**src/rtl/uart_rx_flags.sv**
```systemverilog
module uart_rx_flags #(
  parameter int DATA_W = 8
) (
  input  logic              clk,
  input  logic              rst_n,
  input  logic              word_done,
  input  logic [DATA_W-1:0] word_data,
  input  logic              stop_ok,
  input  logic              parity_ok,
  input  logic              stat_rd,
  input  logic              data_rd,
  input  logic              fe_irq_en,
  input  logic              pe_irq_en,
  output logic [3:0]        rx_stat,
  output logic [DATA_W-1:0] rx_data,
  output logic              err_irq
);
  localparam int NFLAG = 4;
  localparam int FULL  = 0;
  localparam int OVR   = 1;
  localparam int FERR  = 2;
  localparam int PERR  = 3;

  logic [NFLAG-1:0] flag_q, arm_q, set_v, clr_v;
  logic             accept;

  assign accept = word_done & ~flag_q[FULL];

  always_comb begin
    set_v       = '0;
    set_v[FULL] = accept;
    set_v[OVR]  = word_done & flag_q[FULL];
    set_v[FERR] = accept & ~stop_ok;
    set_v[PERR] = accept & ~parity_ok;
  end

  assign clr_v = {NFLAG{data_rd}} & arm_q & ~set_v;

  always_ff @(posedge clk or negedge rst_n) begin
    if (!rst_n) begin
      flag_q  <= '0;
      arm_q   <= '0;
      rx_data <= '0;
    end else begin
      flag_q <= (flag_q & ~clr_v) | set_v;
      arm_q  <= ((data_rd ? '0 : arm_q) | (stat_rd ? flag_q : '0)) & ~set_v;
      if (accept) rx_data <= word_data;
    end
  end

  assign rx_stat = flag_q;
  assign err_irq = (flag_q[FERR] & fe_irq_en) | (flag_q[PERR] & pe_irq_en);
endmodule

```
**config.mk**
```make
export PLATFORM = sky130hd
export DESIGN_NAME = uart_rx_flags
export DESIGN_NICKNAME = d
export VERILOG_FILES = /design/src/rtl/uart_rx_flags.sv
export SDC_FILE = /design/constraint.sdc
export NUM_CORES = 1
export LEC_CHECK = 0
export BUFFER_PORTS_ARGS = -buffer_cell sky130_fd_sc_hd__clkbuf_2
export CAP_MARGIN = 20
export CELL_PAD_IN_SITES_DETAIL_PLACEMENT = 1
export CELL_PAD_IN_SITES_GLOBAL_PLACEMENT = 1
export CORE_UTILIZATION = 36
export DETAILED_ROUTE_END_ITERATION = 7
export GPL_TIMING_DRIVEN = 0
export PLACE_DENSITY_LB_ADDON = 0.08
export SLEW_MARGIN = 20
export SYNTH_ARGS = -nofsm -noshare
export SYNTH_HDL_FRONTEND = slang
export SYNTH_SLANG_ARGS = --single-unit
```
**constraint.sdc**
```tcl
create_clock -name clk -period 2.78 [get_ports clk]
set_clock_uncertainty 0.1 [all_clocks]
set_input_delay 0.278 -clock clk [delete_from_list [all_inputs] [get_ports clk]]
set_output_delay 0.278 -clock clk [all_outputs]
set_load 0.02 [all_outputs]
```
==> results.toml <==
[run_status]
status = "finished clean"

[timing]
setup_viol = 0
drv_slew = 0
rsz0062_at_grt = "false"
hold_violations = 0
slew_headroom_pct = 73.5
clock.fmax_ghz = 0.684
setup_tns_ns = 0
finalWorstSetupSlack_ns = 1.32
tightest_slew_ns = 0.397
fin_crit_ns = 1.46
period_share_pct = 52.6

[pwr]
leakagePower_nw = 0.424
p_total_w = 0.000876
ir_drop_mv = 0.600
pwr_density_cell_nw_per_um2 = 1030

[die]
io_pins = 30
placementRows = 14
die_h_um = 44.1
coreArea_sq_um = 1580
initial_core_util_pct = 40.6
dieArea_sq_um = 1950
fp.dieW_um = 44.1

[global_route]
grtUsageTotal_pct = 15.8
grt_pass1_vias = 495
grt_pass1_wl_mm = 2.21
grt_start_max_net_pins = 17
antenna_found_initial = 0
gr-total-overflow = 0

[final_layout]
layout_common_cells = "29 x clkbuf_2, 16 x dfrtp_1, 8 x mux2_2, 6 x nand2_1, 4 x nand2b_1"
fillers = 182
final_area_sq_um = 851
fin_util_pct = 54.0
n_antenna_cell = 0
final_common_cell = "clkbuf_2"
area_growth_pct = 33.1
drive_above_1_share_pct = 51.9
layout.nets = 99

[synth]
synth-seq-cells = 16
postSynthCellCount = 47
ys_seq_area_share_pct = 62.6
synth.distinct_cells = 14
yosysWarnings = 0
syn_nets = 64
synth_area_sq_um = 639
syn-mean-instance-area_sq_um = 13.6

[clocking]
cts_resized = 0
root_buffer = "clkbuf_4"
clk-insertion-delay-late_ns = 0.28
cts_tree = "yes"
numCtsBuffers = 3
cts_buffer_depth = 2
clkTransAtPathRegs_ns = 0.10
ctsHtreeMaxLevel = 1
post_cts_buffers = 0
cts_sinks = 16

[place]
place_congestion = 0.709
dpl_worst_slack_ns = 1.45
hpwl_mm = 1.04
place_area_sq_um = 805
io_buffers = 29

[critical_path]
crit_arrival_ns = 1.08
r2r_slack_ns = 1.45
reg2reg_from = "rx_stat[0]"
end_kind = "primary output"
regToRegEndpoint = "rx_data[3]"
r2r_cells = 3
worstSetupPathType = "flop to primary output"
required_ns = 2.40
cp-start-kind = "flop"
cp_max_fo = 4

[routing]
wl_mm = 1.32
drc = 0
drtIter0Drc = 4
dr_total_vias = 487
antenna_left = 0
drt_pass1_iterations = 5
routed_via_density = 5.02
wire_per_inst_um = 13.6

[min_path]
whs_path_depth = 2
min_to = "rx_stat[3]"
hold_class = "input pin to flop"
hp-start = "parity_ok"

[job]
max-cap-violations = 0
==> flip-flops by register name, indices dropped and copies added (netlist names) <==
| register | count |
|---|---|
| rx_data | 8 |
| rx_stat | 4 |
| arm_q | 4 |
==> final cells by class <==
class / instances / area (sq um) / area share (%)
Buffer: 1 / 11.3 / 1.32
Clock buffer: 4 / 36.3 / 4.26
Inverter: 1 / 3.75 / 0.441
Multi-Input combinational cell: 29 / 224 / 26.3
Sequential cell: 16 / 400 / 47.1
Tap cell: 16 / 20.0 / 2.35
Timing Repair Buffer: 30 / 155 / 18.2
==> repair_timing <==
action                     4_1_cts  5_1_grt
hold buffers                     1        0
hold endpoints to repair        16        0
setup endpoints to repair        0        0
==> synthesized netlist by cell type <==
| cell type | n | area share, % |
|---|---|---|
| mux2_2 | 8 | 14 |
| nor2_1 | 1 | 0.59 |
| nand2b_1 | 4 | 3.9 |
| nor2b_1 | 1 | 0.98 |
| a22o_1 | 2 | 2.7 |
| buf_6 | 1 | 1.8 |
| a32o_1 | 1 | 1.6 |
| inv_1 | 1 | 0.59 |
| a31oi_1 | 1 | 0.98 |
| a2bb2oi_1 | 2 | 2.7 |
| o2bb2ai_1 | 2 | 2.7 |
| nand2_1 | 6 | 3.5 |
| a22oi_1 | 1 | 1.2 |
| dfrtp_1 | 16 | 63 |
==> routing by layer <==
| metal | GRT usage, % | routed length [um] |
|---|---|---|
| met1 | 19.4 | 624 |
| met2 | 27.1 | 628 |
| met3 | 5.31 | 69 |
| met4 | 3.64 | 0 |
| met5 | 0 | 0 |
==> metrics by stage <==
| stage | hold slack [ns] | instances |
|---|---|---|
| 2_1_floorplan | -0.118 | 47 |
| 3_3_place_gp | 0.125 | 92 |
| 3_5_place_dp | 0.124 | 92 |
| 4_1_cts | 0.0535 | 97 |
| 5_1_grt | 0.0606 | 97 |
| 6_report | 0.0615 | 97 |
==> cell families after synthesis <==
group	synth area share, %
AO/OA/AOI/OAI	11.9
buffers and inverters	2.35
flip-flops	62.6
multiplexers	14.1
AND/OR/NAND/NOR	9.00
==> power by group <==
| group | internal [W] | switching [W] |
|---|---|---|
| clock network | 0.0000797 | 0.0000739 |
| logic | 0.000145 | 0.000191 |
| registers | 0.000326 | 0.0000605 |
==> worst max-delay path by stage <==
stage,startpoint,end,slack [ns]
finish,rx_stat[2],err_irq,1.32
floorplan,rx_stat[0],rx_data[0],1.44
CTS,rx_stat[2],err_irq,1.31
detailed placement,rx_stat[0],rx_data[4],1.45
global route,rx_stat[2],err_irq,1.27
global placement,rx_stat[0],rx_data[3],1.47
==> worst max-delay path, stage by stage (launching register included) <==
cell and delay [ns]:
dfrtp_1 0.44, a22o_1 0.22, clkbuf_2 0.15
No activity file was read; power rests on OpenSTA's default activity.
